[config.mk]
export PLATFORM = sky130hd
export DESIGN_NAME = mbox_xfer_engine
export DESIGN_NICKNAME = d
export VERILOG_FILES = /design/src/rtl/mbox_xfer_engine.sv
export SDC_FILE = /design/constraint.sdc
export NUM_CORES = 1
export LEC_CHECK = 0
export BUFFER_PORTS_ARGS = -buffer_cell sky130_fd_sc_hd__clkbuf_2
export CAP_MARGIN = 20
export CELL_PAD_IN_SITES_DETAIL_PLACEMENT = 2
export CELL_PAD_IN_SITES_GLOBAL_PLACEMENT = 2
export CORE_UTILIZATION = 35
export DETAILED_ROUTE_END_ITERATION = 8
export GPL_TIMING_DRIVEN = 0
export HOLD_SLACK_MARGIN = 0.1
export PLACE_DENSITY = 0.92
export RECOVER_POWER = 50
export SYNTH_ARGS = -nofsm -noshare
export SYNTH_HDL_FRONTEND = slang
export SYNTH_SLANG_ARGS = --single-unit
[constraint.sdc]
create_clock -name clk -period 5.65 [get_ports clk]
set_input_delay 1.4125 -clock clk [delete_from_list [all_inputs] [get_ports clk]]
set_output_delay 1.4125 -clock clk [all_outputs]
set_load 0.02 [all_outputs]
[src/rtl/mbox_xfer_engine.sv]
module mbox_xfer_engine #(
  parameter int PL_DEPTH       = 8,
  parameter int RSP_DEPTH      = 8,
  parameter int TIMEOUT_CYCLES = 250_000_000,
  parameter int MAX_OBJ_DW     = 1 << 20
) (
  input  logic                          clk,
  input  logic                          rst_n,
  input  logic                          start,
  input  logic [15:0]                   req_vid,
  input  logic [7:0]                    req_type,
  input  logic [$clog2(PL_DEPTH):0]     req_dwords,
  input  logic [$clog2(RSP_DEPTH):0]    rsp_cap,
  output logic [$clog2(PL_DEPTH)-1:0]   pl_idx,
  input  logic [31:0]                   pl_data,
  output logic                          rsp_we,
  output logic [$clog2(RSP_DEPTH)-1:0]  rsp_idx,
  output logic [31:0]                   rsp_data,
  output logic                          bus_valid,
  output logic                          bus_write,
  output logic [1:0]                    bus_addr,
  output logic [31:0]                   bus_wdata,
  input  logic                          bus_ready,
  input  logic                          bus_rvalid,
  input  logic [31:0]                   bus_rdata,
  output logic                          busy,
  output logic                          done,
  output logic [1:0]                    err_code,
  output logic [$clog2(RSP_DEPTH)+2:0]  rsp_bytes,
  output logic                          dead
);
  localparam int PL_AW    = $clog2(PL_DEPTH);
  localparam int RSP_AW   = $clog2(RSP_DEPTH);
  localparam int POLL_GAP = (TIMEOUT_CYCLES / 128 > 0) ? TIMEOUT_CYCLES / 128 : 1;
  localparam int TW       = $clog2(TIMEOUT_CYCLES + 1) + 1;
  localparam int GW       = $clog2(POLL_GAP + 1);
  localparam int LW       = 22;

  localparam logic [1:0] A_CTRL = 2'd0, A_STAT = 2'd1, A_WMB = 2'd2, A_RMB = 2'd3;
  localparam logic [1:0] E_OK = 2'd0, E_BUSY = 2'd1, E_IO = 2'd2;

  typedef enum logic [4:0] {
    S_IDLE, S_CHK, S_CHKW, S_SEND, S_GO, S_POLL, S_POLLW, S_WAIT,
    S_RX, S_RXW, S_ACK, S_RDY, S_RDYW, S_FIN, S_FINW,
    S_ABW, S_ABGAP, S_ABR, S_ABRW
  } st_t;

  st_t               state;
  logic [15:0]       vid_q;
  logic [7:0]        type_q;
  logic [PL_AW:0]    ndw_q;
  logic [RSP_AW:0]   cap_q;
  logic [LW-1:0]     idx, len_q;
  logic [TW-1:0]     tmr;
  logic [GW-1:0]     gap;
  logic [1:0]        pend;

  logic              acc, timed_out, tmr_clr;
  logic              st_busy, st_err, st_rdy;
  logic [LW-1:0]     pidx, paylen, capx, nstore, rlen;

  assign acc       = bus_valid && bus_ready;
  assign timed_out = tmr >= TW'(TIMEOUT_CYCLES);
  assign tmr_clr   = acc && (state == S_GO || state == S_ABW);
  assign st_busy   = bus_rdata[0];
  assign st_err    = bus_rdata[2];
  assign st_rdy    = bus_rdata[31];
  assign rlen      = bus_rdata[LW-1:0];
  assign pidx      = idx - LW'(2);
  assign paylen    = len_q - LW'(2);
  assign capx      = LW'(cap_q);
  assign nstore    = (paylen < capx) ? paylen : capx;
  assign pl_idx    = pidx[PL_AW-1:0];
  assign busy      = state != S_IDLE;

  assign bus_valid = state inside {S_CHK, S_SEND, S_GO, S_POLL, S_RX, S_ACK,
                                   S_RDY, S_FIN, S_ABW, S_ABR};
  assign bus_write = state inside {S_SEND, S_GO, S_ACK, S_ABW};

  always_comb begin
    bus_addr  = A_STAT;
    bus_wdata = 32'h0;
    case (state)
      S_SEND: begin
        bus_addr = A_WMB;
        if (idx == '0)           bus_wdata = {8'h00, type_q, vid_q};
        else if (idx == LW'(1))  bus_wdata = 32'(ndw_q) + 32'd2;
        else                     bus_wdata = pl_data;
      end
      S_GO:        begin bus_addr = A_CTRL; bus_wdata = 32'h8000_0000; end
      S_ABW:       begin bus_addr = A_CTRL; bus_wdata = 32'h0000_0001; end
      S_RX, S_ACK: bus_addr = A_RMB;
      default:     bus_addr = A_STAT;
    endcase
  end

  always_ff @(posedge clk or negedge rst_n) begin
    if (!rst_n) begin
      state <= S_IDLE;
      vid_q <= '0; type_q <= '0; ndw_q <= '0; cap_q <= '0;
      idx <= '0; len_q <= '0; tmr <= '0; gap <= '0; pend <= E_OK;
      done <= 1'b0; err_code <= E_OK; rsp_bytes <= '0; dead <= 1'b0;
      rsp_we <= 1'b0; rsp_idx <= '0; rsp_data <= '0;
    end else begin
      done   <= 1'b0;
      rsp_we <= 1'b0;
      if (tmr_clr)         tmr <= '0;
      else if (!timed_out) tmr <= tmr + TW'(1);

      case (state)
        S_IDLE: if (start) begin
          if (dead) begin
            done <= 1'b1; err_code <= E_IO; rsp_bytes <= '0;
          end else begin
            vid_q <= req_vid; type_q <= req_type;
            ndw_q <= req_dwords; cap_q <= rsp_cap;
            state <= S_CHK;
          end
        end
        S_CHK:  if (acc) state <= S_CHKW;
        S_CHKW: if (bus_rvalid) begin
          if (st_busy)     begin pend <= E_BUSY; state <= S_ABW; end
          else if (st_err) begin pend <= E_IO;   state <= S_ABW; end
          else             begin idx <= '0;      state <= S_SEND; end
        end
        S_SEND: if (acc) begin
          if (idx == LW'(ndw_q) + LW'(1)) state <= S_GO;
          else idx <= idx + LW'(1);
        end
        S_GO:   if (acc) state <= S_POLL;
        S_POLL: if (acc) state <= S_POLLW;
        S_POLLW: if (bus_rvalid) begin
          if (st_err)         begin pend <= E_IO; state <= S_ABW; end
          else if (st_rdy)    begin idx <= '0;    state <= S_RX; end
          else if (timed_out) begin pend <= E_IO; state <= S_ABW; end
          else begin gap <= GW'(POLL_GAP - 1); state <= S_WAIT; end
        end
        S_WAIT: if (gap == '0) state <= S_POLL; else gap <= gap - GW'(1);
        S_RX:   if (acc) state <= S_RXW;
        S_RXW: if (bus_rvalid) begin
          if (idx == '0) begin
            if (bus_rdata[15:0] != vid_q || bus_rdata[23:16] != type_q) begin
              pend <= E_IO; state <= S_ABW;
            end else state <= S_ACK;
          end else if (idx == LW'(1)) begin
            if (rlen < LW'(2) || rlen > LW'(MAX_OBJ_DW)) begin
              pend <= E_IO; state <= S_ABW;
            end else begin
              len_q <= rlen; state <= S_ACK;
            end
          end else if (pidx < nstore) begin
            rsp_we   <= 1'b1;
            rsp_idx  <= pidx[RSP_AW-1:0];
            rsp_data <= bus_rdata;
            state    <= (pidx == nstore - LW'(1)) ? S_RDY : S_ACK;
          end else state <= S_ACK;
        end
        S_ACK: if (acc) begin
          if (idx != '0 && idx + LW'(1) == len_q) state <= S_FIN;
          else begin idx <= idx + LW'(1); state <= S_RX; end
        end
        S_RDY:  if (acc) state <= S_RDYW;
        S_RDYW: if (bus_rvalid) begin
          if (st_rdy) state <= S_ACK;
          else begin pend <= E_IO; state <= S_ABW; end
        end
        S_FIN:  if (acc) state <= S_FINW;
        S_FINW: if (bus_rvalid) begin
          if (st_err) begin pend <= E_IO; state <= S_ABW; end
          else begin
            done <= 1'b1; err_code <= E_OK;
            rsp_bytes <= {nstore[RSP_AW:0], 2'b00};
            state <= S_IDLE;
          end
        end
        S_ABW: if (acc) begin gap <= GW'(POLL_GAP - 1); state <= S_ABGAP; end
        S_ABGAP: if (gap == '0) state <= S_ABR; else gap <= gap - GW'(1);
        S_ABR:  if (acc) state <= S_ABRW;
        S_ABRW: if (bus_rvalid) begin
          if (!st_err && !st_busy) begin
            done <= 1'b1; err_code <= pend; rsp_bytes <= '0; state <= S_IDLE;
          end else if (timed_out) begin
            dead <= 1'b1;
            done <= 1'b1; err_code <= pend; rsp_bytes <= '0; state <= S_IDLE;
          end else begin
            gap <= GW'(POLL_GAP - 1); state <= S_ABGAP;
          end
        end
        default: state <= S_IDLE;
      endcase
    end
  end
endmodule

==> metrics <==
total track usage=between 20% and 30%; max cap viols=1; HPWL Detailed=36,450 um; cts bufs inserted=17; WP data arrival=roughly 4000 ps; cell with the most instances after synthesis=dfrtp_1; Core Box Area=approximately 33,000 um^2; Unique masters post-synth=slightly below 80; chip width=~180 um; CTS tree=built; I/O pin cnt=between 150 and 200; top cell type's share of synthesized area=a little under two fifths; clock buffer depth=2; drt wl/cell=24.82 um; Worst-Skew Late Latency=roughly 470 ps; number of antenna violations at the first check in global routing=0; Critical Path Start Type=register; #FFs+latches synth=approximately 180; asr flop ratio synth=100.0%; largest area contributor in the netlist=dfrtp_1; max_slew headroom=-68.42%; fin util=between 40% and 50%; Final Hold Viols=0; Port-buffer cells=roughly 180; leakage=between 6 and 7 nW; post-layout min period=approximately 5400 ps; status=complete, but fails checks; Commonest cells post-synth=dfrtp_1, nor2_1, nand2_1, o21ai_0, mux2_2; crit path kind=register to primary output; synthesized area=between 10,000 and 15,000 um^2; vias in the first global route=around 13,000; Final period util=slightly below 100%; clock sink count=between 150 and 200; Via density=roughly 5.9; drt total wl=about 49,000 um; fin worst setup slack=between 200 and 250 ps; Clock Pin Slew Worst Setup and Hold Paths=approximately 70 ps; Post-DRT Antenna Nets=0; Cells after Synth=about 1,300; Post-synth EDFFs=0; Slew Limit Fails=93; final setup violation count=0; first-pass GRT wire length=75,780 um; GRT overflow=0; layout cells sized above 1=about a fifth; crit end category=primary output; GP Congestion=between 0.8 and 0.9; synthesis-to-layout area growth=18.17%; die footprint=34,080 um^2; ANT cells=0; Root Driver=clkbuf_16; hold buffer count at CTS=0; violated checks=max-capacitance violations, max-slew violations; worst slew pin tran=approximately 2500 ps; total power draw=~5.5 mW; Synth area leaders=dfrtp_1, mux2_2, xnor2_1, ha_1, o21ai_0; Post-Syn Area per Cell=between 8 and 9 um^2; CP max FO=10; CP required=about 4200 ps; Rows=66; first drt pass iteration count=5; initial core utilization=a little over a third; Top FF cell, synth=dfrtp_1; Final Skew=approximately 18 ps; Layout Nets=between 1,500 and 2,000; Synth Warn #=0; RSZ-0062 raised after global routing=false; Hold WC Path Type=register to register; DR iter-0 viols=about 570; Fmax=approximately 180 MHz; number of remaining DRC errors=0; Place WS=-461.8 ps; pwr/cell area=approximately 400 nW/um^2; Seq/Total Area, Yosys=between 30% and 40%; largest net degree at the start of global routing=between 90 and 100; peak supply drop=0.3125 mV; CTS H-Tree Depth=4; Vias=around 12,000; Die H=184.6 um
metal layers:
layer	GRT usage [%]	vias to the layer above	wire length [um]
met5	0	-	0
li1	-	5145	-
met4	12.43	0	1731
met2	51.82	397	24730
met3	5.572	96	2616
met1	34.77	5942	19940
cell usage in the layout, fill, tap and decap left out, types with 16 or more instances in the layout:
cell type,count
mux2i_1,16
inv_1,39
o31ai_1,21
clkbuf_1,93
mux2_2,86
nand2_1,97
buf_2,19
nor2_1,113
nand4_1,29
nor3_1,41
ha_1,37
xor2_1,33
nor4_1,20
or3_1,37
nand3_1,39
a21oi_1,54
xnor2_1,55
clkbuf_16,17
o21ai_0,92
conb_1,20
and3_1,25
a22oi_1,20
dfrtp_1,176
clkbuf_2,143
sequential cells by signal, indices dropped and copies added, names as in the netlist, 3 cells and up:
name,flops
tmr,29
rsp_bytes,4
idx,22
state,5
gap,21
rsp_idx,3
vid_q,16
rsp_data,32
cap_q,4
type_q,8
ndw_q,4
len_q,22
where the power goes:
part / leakage, nW / switching (mW) / internal [mW]
clock network: 0.274 / 0.601 / 0.628
registers: 2.32 / 0.396 / 1.58
logic: 3.52 / 1.46 / 0.843
total: 6.11 / 2.46 / 3.05
metrics by stage:
step	TNS [ps]	instance area, um^2	hold slack, ps	cells
6_report	0	13790	509.1	1975
3_5_place_dp	-15200	13240	477.3	1942
3_3_place_gp	-68110	13200	463.3	1941
2_1_floorplan	0	11740	455.0	1317
5_1_grt	0	13790	525.1	1975
4_1_cts	0	13840	510.9	1975
critical path, stage by stage, from the launching register on:
cell and delay, ps:
dfrtp_1 340, clkbuf_1 370, or4_1 240, and4bb_2 310, and2_1 190, and3_1 320, nor2_1 420, clkbuf_1 450
clkbuf_2 350, a22oi_1 130, nor2_1 220, clkbuf_2 220
cell families (layout without fill, tap and decap cells):
group	count (synthesis)	count (layout)	share of synthesized area (%)
compound gates	283	283	15.75
xor+xnor	90	90	6.819
fa+ha+maj	37	37	3.967
buf+inv	127	343	4.482
flops	177	177	37.95
mux	103	103	9.757
other cells	2	20	0.06435
simple gates	480	480	21.21
path summary, 6_finish.rpt:
kind / from / end / slack (ps) / cells past startpoint
worst max-delay path: idx[15]$_DFFE_PN0P_ / bus_wdata[16] / 200 / 11
worst min-delay path: rsp_bytes[5]$_DFFE_PN0P_ / rsp_bytes[5]$_DFFE_PN0P_ / 510 / 2
worst max register to register: len_q[1]$_DFFE_PN0P_ / rsp_data[15]$_DFFE_PN0P_ / 300 / 22
worst min register to register: rsp_bytes[5]$_DFFE_PN0P_ / rsp_bytes[5]$_DFFE_PN0P_ / 510 / 2
max in group asynchronous: rst_n / type_q[2]$_DFFE_PN0P_ / 2440 / 1
min in group asynchronous: rst_n / len_q[21]$_DFFE_PN0P_ / 1730 / 1
final cells by class:
cell class / count / area [um^2]
plain buffers: 85 / 366.6
clock buffers: 19 / 442.9
clock inverters: 13 / 128.9
fillers: 3670 / 18910
inverters: 41 / 153.9
multi-input cells: 1013 / 6812
flip-flops and latches: 177 / 4431
well taps: 442 / 553.0
repair buffers: 185 / 903.4
repair_timing:
item	4_1_cts	5_1_grt
pin swaps	1	1
setup endpoints to repair	37	45
buffers inserted	1	1
resized for setup	3	4
Note: power is estimated with default switching activity, not from simulation.
